### config.mk
export PLATFORM = sky130hd
export DESIGN_NAME = hdr_seek_top
export DESIGN_NICKNAME = d
export VERILOG_FILES = /design/src/rtl/hdr_seek_pkg.sv /design/src/rtl/hdr_msf_inc.sv /design/src/rtl/hdr_msf_cmp.sv /design/src/rtl/hdr_seek_top.sv
export SDC_FILE = /design/constraint.sdc
export NUM_CORES = 1
export LEC_CHECK = 0
export ABC_AREA = 0
export BUFFER_PORTS_ARGS = -buffer_cell sky130_fd_sc_hd__buf_4
export CAP_MARGIN = 20
export CORE_MARGIN = 2
export CORE_UTILIZATION = 60
export CTS_BUF_LIST = sky130_fd_sc_hd__clkbuf_4
export DETAILED_ROUTE_END_ITERATION = 6
export HOLD_SLACK_MARGIN = 0.05
export PLACE_DENSITY = 0.82
export SLEW_MARGIN = 20
export SYNTH_ARGS = -nofsm -noshare
export SYNTH_HDL_FRONTEND = slang
export SYNTH_SLANG_ARGS = --single-unit
### constraint.sdc
create_clock -name clk -period 3.25 [get_ports clk]
set_input_delay 0.325 -clock clk [delete_from_list [all_inputs] [get_ports clk]]
set_output_delay 0.325 -clock clk [all_outputs]
set_load 0.02 [all_outputs]
### src/rtl/hdr_seek_pkg.sv
// Shared types and helpers for the sector header target search unit.
// Assumes header and target bytes hold two packed BCD digits.
package hdr_seek_pkg;

    // Sector address as minute, second, frame (MSB first, so a vector
    // compare orders addresses correctly).
    typedef struct packed {
        logic [7:0] mm;
        logic [7:0] ss;
        logic [7:0] ff;
    } msf_t;

    // Control register layout (bit 7 down to bit 0).
    typedef struct packed {
        logic search_en;
        logic count_en;
        logic dec_en;
        logic blk_mask;
        logic auto_stop_n;
        logic ltt_en;
        logic tnf_en;
        logic hce_en;
    } ctl_t;

    localparam int A_CTL = 0;
    localparam int A_TMM = 1;
    localparam int A_TSS = 2;
    localparam int A_TFF = 3;
    localparam int A_LIM = 4;
    localparam int A_THR = 5;

    // Status bit positions.
    localparam int S_FOUND = 7;
    localparam int S_ERR   = 6;
    localparam int S_BLK   = 5;
    localparam int S_FULL  = 4;
    localparam int S_LTT   = 2;
    localparam int S_TNF   = 1;
    localparam int S_HCE   = 0;

    // One BCD byte step: returns {carry_out, next}; wraps at 'last'.
    function automatic logic [8:0] bcd_step(input logic [7:0] v, input logic [7:0] last);
        if (v == last)
            return {1'b1, 8'h00};
        else if (v[3:0] == 4'd9)
            return {1'b0, v[7:4] + 4'd1, 4'd0};
        else
            return {1'b0, v[7:4], v[3:0] + 4'd1};
    endfunction

endpackage

### src/rtl/hdr_msf_inc.sv
// Advances a BCD sector address by one frame.
// Assumes a valid BCD input; each field wraps at its own last value.
module hdr_msf_inc
    import hdr_seek_pkg::*;
#(
    parameter logic [7:0] FRM_LAST = 8'h74,
    parameter logic [7:0] SEC_LAST = 8'h59,
    parameter logic [7:0] MIN_LAST = 8'h99
) (
    input  msf_t cur,
    output msf_t nxt
);
    logic [8:0] f_r, s_r, m_r;

    // Ripple the carry from frame through second into minute.
    always_comb begin
        f_r = bcd_step(cur.ff, FRM_LAST);
        s_r = f_r[8] ? bcd_step(cur.ss, SEC_LAST) : {1'b0, cur.ss};
        m_r = s_r[8] ? bcd_step(cur.mm, MIN_LAST) : {1'b0, cur.mm};
        nxt = '{mm: m_r[7:0], ss: s_r[7:0], ff: f_r[7:0]};
    end
endmodule

### src/rtl/hdr_msf_cmp.sv
// Compares a header address with the target address.
// Assumes packed BCD, so the unsigned vector order equals time order.
module hdr_msf_cmp
    import hdr_seek_pkg::*;
(
    input  msf_t hdr,
    input  msf_t tgt,
    output logic eq,
    output logic gt
);
    // Equality and magnitude, minute most significant.
    always_comb begin
        eq = (hdr == tgt);
        gt = (hdr > tgt);
    end
endmodule

### src/rtl/hdr_seek_top.sv
// Sector header target search unit: bounded search, overshoot warning,
// sequential tracking with auto-advancing target, read-to-clear status,
// interrupt request and optional automatic decoder stop.
// Assumes single-cycle strobes and one register access per cycle.
module hdr_seek_top
    import hdr_seek_pkg::*;
#(
    parameter int LIM_W  = 8,
    parameter int CNT_W  = 8,
    parameter int ADDR_W = 3
) (
    input  logic              clk,
    input  logic              rst_n,
    input  logic              soft_clr,
    input  logic              hdr_vld,
    input  logic [7:0]        hdr_min,
    input  logic [7:0]        hdr_sec,
    input  logic [7:0]        hdr_frm,
    input  logic [2:0]        hdr_blk,
    input  logic              edc_done,
    input  logic [CNT_W-1:0]  sec_cnt,
    input  logic              wr_en,
    input  logic [ADDR_W-1:0] wr_addr,
    input  logic [7:0]        wr_data,
    input  logic              rd_en,
    output logic [7:0]        rd_data,
    output logic              irq,
    output logic              dec_en
);
    localparam logic [7:0] EVT_MASK = 8'h7F;

    ctl_t             ctl;
    msf_t             tgt, tgt_nxt, hdr;
    logic [LIM_W-1:0] lim, cmp_cnt, cnt_inc;
    logic [CNT_W-1:0] thresh;
    logic [2:0]       blk_q;
    logic [7:0]       status, set_bits;
    logic             eq, gt, found;
    logic             wr_ctl, wr_tgt, restart, hdr_take, cnt_live;
    logic             ev_found, ev_ltt, ev_tnf, ev_hce, ev_blk, ev_full;
    logic             irq_set, stop;

    assign hdr     = '{mm: hdr_min, ss: hdr_sec, ff: hdr_frm};
    assign found   = status[S_FOUND];
    assign rd_data = status;
    assign dec_en  = ctl.dec_en;

    hdr_msf_cmp u_cmp (.hdr(hdr), .tgt(tgt), .eq(eq), .gt(gt));
    hdr_msf_inc u_inc (.cur(tgt), .nxt(tgt_nxt));

    // Decode register writes and search events for this cycle.
    always_comb begin
        wr_ctl   = wr_en && (wr_addr == ADDR_W'(A_CTL));
        wr_tgt   = wr_en && (wr_addr >= ADDR_W'(A_TMM)) && (wr_addr <= ADDR_W'(A_TFF));
        restart  = wr_tgt || (wr_ctl && wr_data[7] && !ctl.search_en);
        hdr_take = hdr_vld && ctl.search_en;
        cnt_inc  = cmp_cnt + 1'b1;
        cnt_live = (lim == '0) || (cmp_cnt != lim);
        ev_found = hdr_take && !found && eq;
        ev_ltt   = hdr_take && !found && gt && ctl.ltt_en;
        ev_tnf   = hdr_take && !found && !eq && (lim != '0) && (cmp_cnt != lim) && (cnt_inc == lim);
        ev_hce   = hdr_take && found && !eq;
        ev_blk   = edc_done && ctl.blk_mask && (blk_q != 3'd0);
        ev_full  = edc_done && ctl.count_en && (sec_cnt == thresh);
        set_bits = {ev_found, ev_blk, ev_blk, ev_full, 1'b0, ev_ltt, ev_tnf, ev_hce};
        irq_set  = (ev_tnf && ctl.tnf_en) || (ev_hce && ctl.hce_en);
        stop     = (ev_tnf || ev_hce) && !ctl.auto_stop_n;
    end

    // Control, limit and threshold registers; auto-stop overrides a write.
    always_ff @(posedge clk) begin
        if (!rst_n) begin
            ctl    <= '0;
            lim    <= '0;
            thresh <= '0;
        end else begin
            if (wr_ctl) ctl <= ctl_t'(wr_data);
            if (wr_en && wr_addr == ADDR_W'(A_LIM)) lim    <= LIM_W'(wr_data);
            if (wr_en && wr_addr == ADDR_W'(A_THR)) thresh <= CNT_W'(wr_data);
            if (stop) ctl.dec_en <= 1'b0;
        end
    end

    // Target register: firmware write, else advance while tracking.
    always_ff @(posedge clk) begin
        if (!rst_n) begin
            tgt <= '0;
        end else if (wr_tgt) begin
            if (wr_addr == ADDR_W'(A_TMM)) tgt.mm <= wr_data;
            if (wr_addr == ADDR_W'(A_TSS)) tgt.ss <= wr_data;
            if (wr_addr == ADDR_W'(A_TFF)) tgt.ff <= wr_data;
        end else if (hdr_take && (found || eq)) begin
            tgt <= tgt_nxt;
        end
    end

    // Successive-mismatch counter; holds once the limit is reached.
    always_ff @(posedge clk) begin
        if (!rst_n || soft_clr || restart)
            cmp_cnt <= '0;
        else if (hdr_take && !found && !eq && cnt_live)
            cmp_cnt <= cnt_inc;
    end

    // Block indicator of the most recent header, used at error-check end.
    always_ff @(posedge clk) begin
        if (!rst_n)       blk_q <= '0;
        else if (hdr_vld) blk_q <= hdr_blk;
    end

    // Status byte: read clears event flags, a new event wins over the read.
    always_ff @(posedge clk) begin
        if (!rst_n || soft_clr) begin
            status <= '0;
        end else begin
            status <= (status & ~(rd_en ? EVT_MASK : 8'h00)) | set_bits;
            status[S_FOUND] <= !restart && (found || ev_found);
        end
    end

    // Interrupt request: set by enabled failure events, dropped by a read.
    always_ff @(posedge clk) begin
        if (!rst_n || soft_clr) irq <= 1'b0;
        else if (irq_set)       irq <= 1'b1;
        else if (rd_en)         irq <= 1'b0;
    end


    found_rise_chk: assert property (@(posedge clk) disable iff (!rst_n)
        $rose(status[S_FOUND]) |-> $past(hdr_vld));

    tnf_rise_chk: assert property (@(posedge clk) disable iff (!rst_n)
        $rose(status[S_TNF]) |-> $past(hdr_vld) && $past(cmp_cnt) != $past(lim));

    irq_drop_chk: assert property (@(posedge clk) disable iff (!rst_n)
        $fell(irq) |-> $past(rd_en || soft_clr));

    dec_stop_chk: assert property (@(posedge clk) disable iff (!rst_n)
        $fell(dec_en) |-> $past(wr_en) || !$past(ctl.auto_stop_n));

    evt_hold_chk: assert property (@(posedge clk) disable iff (!rst_n)
        (|($past(status[6:0]) & ~status[6:0])) |-> $past(rd_en || soft_clr));
endmodule

Word level (Yosys, flattened, before mapping)
Index checks and enable logic that the tools add are counted.
{ "word_totals": {"reg_bits": 68, "latchBits": 0, "ram_bits": 0, "rom_bits": 0, "inputBits": 53, "out_inout_bits": 10, "word_cells": 128, "mem_count": 0} }
{ "classes": {"add_sub_neg": 7, "multipliers": 0, "div_mod_pow": 0, "order_cmp": 3, "n_eq_ne": 18, "n_shift": 0, "n_mux": 16, "n_bitwise": 4, "n_reduce_logical": 60} }
{ "op_table": {"columns": ["op", "count"], "rows": [
  ["$mux W8", 8],
  ["$mux W24", 2],
  ["$logic_and A1 B1 Y1", 28],
  ["$mux W9", 3],
  ["$add A4 B1 Y4 const B", 6],
  ["$eq A24 B24 Y1", 1],
  ["$gt A24 B24 Y1", 1],
  ["$eq A8 B7 Y1 const B", 2],
  ["$eq A8 B8 Y1", 2],
  ["$eq A4 B4 Y1 const B", 3],
  ["$reduce_bool A3 Y1", 4],
  ["$reduce_and A3 Y1", 3],
  ["$add A8 B1 Y8 const B", 1],
  ["$eq A8 B8 Y1 const B", 1],
  ["$logic_not A8 Y1", 1],
  ["$logic_or A1 B1 Y1", 8],
  ["$ne A8 B8 Y1", 1],
  ["$reduce_and A4 Y1", 2],
  ["$reduce_bool A2 Y1", 4],
  ["$reduce_bool A8 Y1", 1],
  ["$and A7 B7 Y7", 1],
  ["$mux W7", 1],
  ["$not A7 Y7", 1],
  ["$or A7 B7 Y7", 1],
  ["12 further kinds", 22]
]} }

Longest topological paths before layout
Gate-level depths: netlist of the first run.
{ "depth": {"word_depth": 9, "mapped_depth": 9} }

Modules after synthesis
From an unflattened synthesis of the first run, not the netlist that was laid out.
{ "hier_totals": {"hier_cells": 563, "area_unflattened_um2": 4624.4} }
{ "modules_own_cells": {"columns": ["mod", "instances", "cells_per_inst", "area_each_um2", "seq_area_each_um2"], "rows": [
  ["hdr_seek_top", 1, 373, 3246.9, 1361.3],
  ["hdr_msf_inc", 1, 104, 732.0, 0.0],
  ["hdr_msf_cmp", 1, 86, 645.6, 0.0]
]} }

Least setup slack after synthesis of the first run
No wires, ideal clock.
{ "synth_path": {"path_type": "reg-to-reg", "from": "register tgt[16] (netlist name)", "to": "register tgt[7] (netlist name)", "setup_ns": 0.116, "arrival_time_ns": 2.174, "slack_ns": 0.960, "stages_incl_launch_ff": 10, "period_less_slack_ns": 2.290, "cell_sequence": "dfxtp_1 inv_1 ha_1 nand4_1 nor4_4 a21oi_1 o32ai_2 buf_2 o2111ai_1 and3b_1"} }
{ "synth_via": {"elab_chain_cells": 5} }
{ "synth_rtl": {"columns": ["item", "line", "text"], "rows": [
  ["$eq A24 B24 Y1", "hdr_msf_cmp.sv:13", "eq = (hdr == tgt);"],
  ["$logic_or A1 B1 Y1", "hdr_seek_top.sv:92", "end else if (hdr_take && (found || eq)) begin"],
  ["$logic_and A1 B1 Y1", "hdr_seek_top.sv:92", null],
  ["$reduce_bool A2 Y1 (no source line)", null, null],
  ["$reduce_and A3 Y1 (no source line)", null, null]
]} }
Every way passes these cells.
A chain may end at the register's enable or synchronous reset.

Worst setup path after layout of the first run
{ "layout_path": {"from": "register tgt[2] (netlist name)", "to": "register tgt[2] (netlist name)"} }
{ "layout_via": {"elab_chain_cells": 5, "word_cells_on_any_way": 12, "classes_between": "add/sub: 1; eq/ne: 3; mux: 4; reduce/logical: 4"} }
{ "layout_rtl": {"columns": ["item", "line", "text"], "rows": [
  ["$add A4 B1 Y4, or another cell as far along", "hdr_seek_pkg.sv:48", "return {1'b0, v[7:4], v[3:0] + 4'd1};"],
  ["$mux W8 or $logic_or A1 B1 Y1 (tied branches)", "hdr_seek_pkg.sv:45, hdr_seek_top.sv:92", null],
  ["$mux W9 or $logic_and A1 B1 Y1 (tied branches)", "hdr_seek_pkg.sv:43, hdr_seek_top.sv:92", null],
  ["$mux W24 or $reduce_bool A2 Y1 (tied branches)", null, null],
  ["$mux W24 or $reduce_and A2 Y1 (tied branches)", null, null]
]} }
Several ways; a longest one is shown, not always the timed one. The select of a mux whose other input is x is not followed.

==> flow_metrics.tcl, run 1 <==
set metrics [dict create \
    outcome "finished clean" \
    worstSetupPathType "flip-flop to flip-flop" \
    port-buffer-count 62 \
    crit_arrival_ns 3.23 \
    r2r-start "tgt[2]" \
    synth-seq-area-share_pct 31.4 \
    critical_path.max_stage_delay_ns 0.66 \
    clkTransAtPathRegs_ns 0.12 \
    clkLatencyLatePin_ns 0.41 \
    clk_path_buf_depth 2 \
    min_from "hdr_blk[2]" \
    syn_inst 511 \
    finalSetupTns_ns 0 \
    num_rows 30 \
    most-common-layout-cells "nand2_1 (74), dfxtp_1 (68), buf_4 (67)" \
    synth_edf_count 0 \
    cts_max_level 3 \
    final-setup-viol-count 0 \
    synth_area_um2 4330 \
    top_usage_layer "met2" \
    drv_cap 0 \
    dp.final_hpwl_mm 8.06 \
    cts_resized 0 \
    syn_area_per_cell_um2 8.48 \
    power.density_nw_per_um2 339 \
    grt_pass1_vias 3734 \
    p_leak_nw 2.09 \
    antennaDiodeCount 0 \
    cts_tree "done" \
    first_pass_iters 5 \
    cts_setup_buffers 0 \
    drc 0 \
    hold_buffers 0 \
    fmax_ghz 0.343 \
    worst_path_dominant_cell_family "compound AO/OA/AOI/OAI gates" \
    crit_required_ns 3.56 \
    vias 4016 \
    clock_skew_ns 0.0157 \
    nFillCells 566 \
    clock_sinks 68 \
    met3_usage_pct 7.02 \
    ff2ff_path_depth 8 \
    finalHoldViolCount 0 \
    peakVddDrop_uv 292 \
    initial_core_util_pct 62.8 \
    reg2reg_to "tgt[2]" \
    rrSetupSlack_ns 0.34 \
    dp.cells 657 \
    multiInputGateArea_um2 2770 \
    yosys_warnings 0 \
    wirelength_mm 10.6 \
    cpMaxStageDelayCell "o32ai_2" \
    worst_pin_slew_ns 0.881 \
    grt-ovfl-total 0 \
    grt_use_met2_pct 45.9 \
    finalCritPeriodShare_pct 89.7 \
    chipWidth_um 89.0 \
    hold_depth 3 \
    drtIter0Drc 295 \
    final_max_slew_viol_count 0 \
    fp.coreArea_um2 6910 \
    finalNetCount 662 \
    end_kind "flip-flop" \
    hold_end "blk_q[2]" \
    rsz0062_at_grt "false" \
    areaGrowthSynthToFinish_pct 16.1 \
    grtUsageMet1_pct 37.3 \
    start_kind "flip-flop" \
    drive_gt1_share_pct 16.8 \
    min_period_ns 2.91 \
    die_h_um 89.0 \
    crit_chain "inv_1 > ha_1 > nand4_1 > nor3_1 > a21oi_1 > o32ai_2 > o21ai_0 > a32o_1" \
    antenna_found_initial 0 \
    ys.flop_type "dfxtp_1" \
    gp_congestion 0.877 \
    synthDistinctLibCells 63 \
    cts_buffers 9 \
    ys_async_sr_fraction_pct 0 \
    worstHoldPathType "primary input to flip-flop" \
    wl_per_cell_um 15.8 \
    antenna_left 0 \
    seqCellArea_um2 1360 \
    grt_max_degree 68 \
    syn-num-nets 601 \
    grt_pass1_wl_mm 17.4 \
    critPathBufInv 1 \
    crit_path_max_fanout 12 \
    ctsRootBufferMaster "clkbuf_4" \
    grt_use_total_pct 28.0 \
    vias_per_cell 5.97 \
    pin_count 63 \
    ys_seq_elements 68 \
    relSlewSlack_pct 41.0 \
    final_common_cell "nand2_1" \
    dieArea_um2 7920 \
    fin_cells 673 \
]
==> worst min-delay path, cell delays in order <==
cell	delay, ns
buf_4	0.08
mux2i_1	0.06
nor2b_1	0.10
==> sequential cells by signal (all words and copies together), names as in the netlist <==
name	cells
thresh	8
tgt	24
rd_data	8
irq	1
blk_q	3
ctl	7
cmp_cnt	8
dec_en	1
lim	8
==> cells by family after synthesis <==
family | synth area share (%)
AOI/OAI and AO/OA | 18.3
buffers and inverters | 4.59
xor gates and xnor gates | 5.46
DFF | 31.4
adders and majority gates | 10.7
muxes | 6.03
and+or+nand+nor | 23.5
==> worst max path at each step <==
stage,from,end,cells past startpoint
5_1_grt,tgt[3],tgt[2],8
3_3_place_gp,tgt[2],tgt[2],8
3_5_place_dp,tgt[2],tgt[2],8
6_report,tgt[2],tgt[2],8
2_1_floorplan,tgt[16],tgt[7],9
4_1_cts,tgt[2],tgt[2],8
==> power by group <==
group / internal [mW] / total [mW] / switching (mW)
logic: 0.103 / 0.220 / 0.117
clock network: 0.310 / 0.632 / 0.323
registers: 0.845 / 0.855 / 0.0104
total: 1.26 / 1.71 / 0.450
==> layer usage <==
layer	vias to the layer above	wire length (um)
met5	-	0
met4	0	112
met3	12	713
met2	147	4970
met1	1897	4850
li1	1960	-
==> stage by stage <==
stage / setup WS, ns / area, um2 / total power, mW / util (%) / hold slack [ns]
2_1_floorplan: 0.960 / 4330 / 0.993 / - / 0.438
5_1_grt: 0.130 / 5030 / 1.76 / 72.8 / 0.163
3_3_place_gp: 0.544 / 4870 / 1.08 / 70.5 / 0.447
6_report: 0.336 / 5030 / 1.71 / 72.8 / 0.170
4_1_cts: 0.410 / 5030 / 1.70 / 72.8 / 0.166
3_5_place_dp: 0.434 / 4870 / 1.09 / 70.5 / 0.457
==> cell usage after synthesis (all sizes together), types with 2 or more instances <==
library cell	instances	area (um2)
o31a	2	17.5
nor4	4	40.0
clkbuf	13	58.8
nor3	6	30.0
xor2	16	140
o22ai	3	18.8
o211a	8	80.1
a31o	3	26.3
ha	37	463
xnor2	11	96.3
and3b	5	43.8
dfxtp	68	1360
nand3	29	155
a211oi	2	20.0
or4	4	33.8
buf	4	27.5
o311ai	2	17.5
o31ai	4	30.0
and2	2	12.5
o211ai	11	82.6
inv	30	113
a21boi	10	75.1
a21o	3	22.5
o21a	3	22.5
nand2b	5	31.3
nand4b	2	17.5
nand2	74	278
or3	3	20.0
o21ai	27	135
nor2b	23	144
mux2i	25	250
and3	9	58.8
o2111ai	3	26.3
nor2	13	48.8
nand4	10	62.6
a21oi	22	110
==> area by class of cell <==
class / count / share of cell area, %
Tap cell: 96 / 2.39
Sequential cell: 68 / 27.1
Clock buffer: 9 / 1.34
Inverter: 30 / 2.24
Timing Repair Buffer: 67 / 10.0
Multi-Input combinational cell: 396 / 55.1
Clock inverter: 7 / 1.82
(Power assumes the default switching activity.)
==> run 2: changes to the inputs <==
Settings changed: CORE_ASPECT_RATIO set to 0.6, CORE_UTILIZATION 60 to 50, PLACE_DENSITY 0.82 to 0.7, SYNTH_HIERARCHICAL set to 1.
==> flow_metrics.tcl, run 2 <==
set metrics [dict create \
    clk_path_buf_depth 2 \
    ys.flop_type "dfxtp_1" \
    drv_cap 0 \
    drc 0 \
    syn-num-nets 653 \
    ff2ff_path_depth 10 \
    drive_gt1_share_pct 17.7 \
    dp.final_hpwl_mm 9.68 \
    cpMaxStageDelayCell "o21ai_4" \
    start_kind "flip-flop" \
    syn_area_per_cell_um2 8.21 \
    crit_path_max_fanout 16 \
    antenna_found_initial 0 \
    placed_area_um2 5080 \
    grt_pass1_wl_mm 20.0 \
    first_pass_iters 7 \
    dieArea_um2 10100 \
    syn_inst 563 \
    synth_area_um2 4620 \
    clkTransAtPathRegs_ns 0.12 \
    p_comb_share_pct 15.0 \
    rsz0062_at_grt "false" \
    grt_pass1_vias 3825 \
    crit_arrival_ns 3.27 \
    cts_max_level 3 \
    power.density_nw_per_um2 370 \
    synth_common_cells "nand2_1 (93), dfxtp_1 (68), nor2_1 (56)" \
    ctsRootBufferMaster "clkbuf_4" \
    final_max_slew_viol_count 0 \
    vias 4285 \
    crit_required_ns 3.58 \
    fmax_ghz 0.340 \
    muxShareOfSynthArea_pct 4.52 \
    ys_async_sr_fraction_pct 0 \
    outcome "finished clean" \
    p_switching_mw 0.520 \
    intPower_mw 1.45 \
    grt_max_degree 34 \
    p_leak_nw 2.13 \
    relSlewSlack_pct 34.5 \
    ys_seq_elements 68 \
    port-buffer-count 62 \
    num_rows 27 \
    cts_tree "done" \
    antenna_left 0 \
    synth-seq-area-share_pct 29.4 \
    critical_path.max_stage_delay_ns 0.44 \
    synthAdderAreaFrac_pct 10.0 \
    synth_top_family_by_area "simple AND/OR/NAND/NOR gates" \
    yosysMostFrequentCell "nand2_1" \
    clkLatencyLatePin_ns 0.44 \
    die_h_um 78.5 \
    clock_sinks 68 \
    largest_reg_flops 24 \
    min_period_ns 2.94 \
    gp_congestion 0.959 \
    clock_skew_ns 0.0197 \
    swShare_pct 26.4 \
    most-common-layout-cells "nand2_1 (93), dfxtp_1 (67), buf_4 (65)" \
    finalHoldViolCount 0 \
    hold_depth 3 \
    clock_power_share_pct 40.1 \
    antennaDiodeCount 0 \
    synthDistinctLibCells 71 \
    finalCritPeriodShare_pct 90.5 \
    grt_use_total_pct 25.7 \
    cts_buffers 9 \
    chipWidth_um 128 \
    vias_per_cell 5.82 \
    peakVddDrop_uv 238 \
    end_kind "flip-flop" \
    fp.coreArea_um2 9090 \
    synth_xor_area_share_pct 5.87 \
    synth.area.top_cells "dfxtp_1 (29%), ha_1 (10%), nand2_1 (7.5%)" \
    areaGrowthSynthToFinish_pct 15.2 \
    yosys.area_share.simple_pct 25.5 \
    initial_core_util_pct 50.9 \
    top_register "tgt" \
    synth_edf_count 0 \
    grt-ovfl-total 0 \
    final-setup-viol-count 0 \
    yosys_warnings 6 \
    finalSetupTns_ns 0 \
    finalNetCount 705 \
    crit_chain "inv_1 > ha_1 > nand4_2 > nor4_4 > inv_2 > nor3_4 > o211ai_1 > o21ai_4 > nor2_1 > a311oi_1" \
    worstSetupPathType "flip-flop to flip-flop" \
    final_common_cell "nand2_1" \
    synth_compound_area_share_pct 17.9 \
    sequentialPowerShare_pct 44.8 \
    nFillCells 835 \
    pin_count 63 \
    worst_pin_slew_ns 0.976 \
    drtIter0Drc 406 \
    synth_top_area_share_pct 29.4 \
    yosys.area.top_type "dfxtp_1" \
    wl_per_cell_um 17.0 \
    fin_area_um2 5330 \
    worstHoldPathType "primary input to flip-flop" \
    wirelength_mm 12.5 \
]
==> run 2: stage by stage <==
step / hold slack [ns] / util [%] / std cells / setup slack [ns] / total power, mW
finish: 0.146 / 58.6 / 736 / 0.309 / 1.97
CTS: 0.121 / 58.1 / 734 / 0.191 / 1.97
global placement: 0.445 / 55.9 / 718 / 0.432 / 1.18
floorplan: 0.435 / - / 563 / 0.709 / 1.07
detailed placement: 0.451 / 55.9 / 718 / 0.235 / 1.19
global route: 0.112 / 58.6 / 736 / 0.0725 / 2.06
==> run 2: worst max-delay path, delay by kind of cell (launching register included) <==
| kind | cells | cell delay, ns |
|---|---|---|
| AO/OA/AOI/OAI | 3 | 0.99 |
| AND/OR/NAND/NOR | 4 | 0.91 |
| flip-flops | 1 | 0.43 |
| adder cells (fa/ha/maj) | 1 | 0.34 |
| buffers and inverters | 2 | 0.16 |
==> run 2: worst paths after layout <==
path | startpoint | endpoint | slack [ns]
worst min register to register | ctl[1] | irq | 0.46
worst max-delay path | tgt[19] | tgt[6] | 0.31
worst min-delay path | hdr_blk[1] | blk_q[1] | 0.15
worst max register to register | tgt[19] | tgt[6] | 0.31
==> run 2: layout make-up <==
type | instances | area, um2 | share of cell area (%)
Multi-Input combinational cell | 432 | 2960 | 55.6
Tap cell | 116 | 145 | 2.72
Clock inverter | 7 | 139 | 2.61
Inverter | 38 | 143 | 2.68
Clock buffer | 9 | 67.6 | 1.27
Timing Repair Buffer | 66 | 508 | 9.53
Sequential cell | 68 | 1360 | 25.6
==> run 2: what timing repair did <==
action	in CTS	in global routing
setup buffers	0	2
hold buffers	0	0
gates resized for setup	0	3
endpoints found under the setup margin	0	15
==> run 2: kinds of logic after synthesis <==
kind of cell | Yosys count
and+or+nand+nor | 231
AOI/OAI and AO/OA | 113
DFF | 68
buffers and inverters | 63
adders and majority gates | 37
xor gates and xnor gates | 31
muxes | 20
==> run 2: power groups by stage <==
stage | registers, mW | logic (mW) | clock network, mW
6_report | 0.884 | 0.297 | 0.791
5_1_grt | 0.889 | 0.329 | 0.841
4_1_cts | 0.884 | 0.289 | 0.799
3_5_place_dp | 0.903 | 0.288 | 0
3_3_place_gp | 0.901 | 0.276 | 0
2_1_floorplan | 0.895 | 0.179 | 0
==> run 2: routing by layer <==
layer | wire, um | track usage (%) | up-vias
met4 | 61 | 3.52 | 0
li1 | - | - | 2091
met1 | 6500 | 39.7 | 2017
met2 | 4880 | 35.9 | 168
met5 | 0 | 0 | -
met3 | 1050 | 6.95 | 9
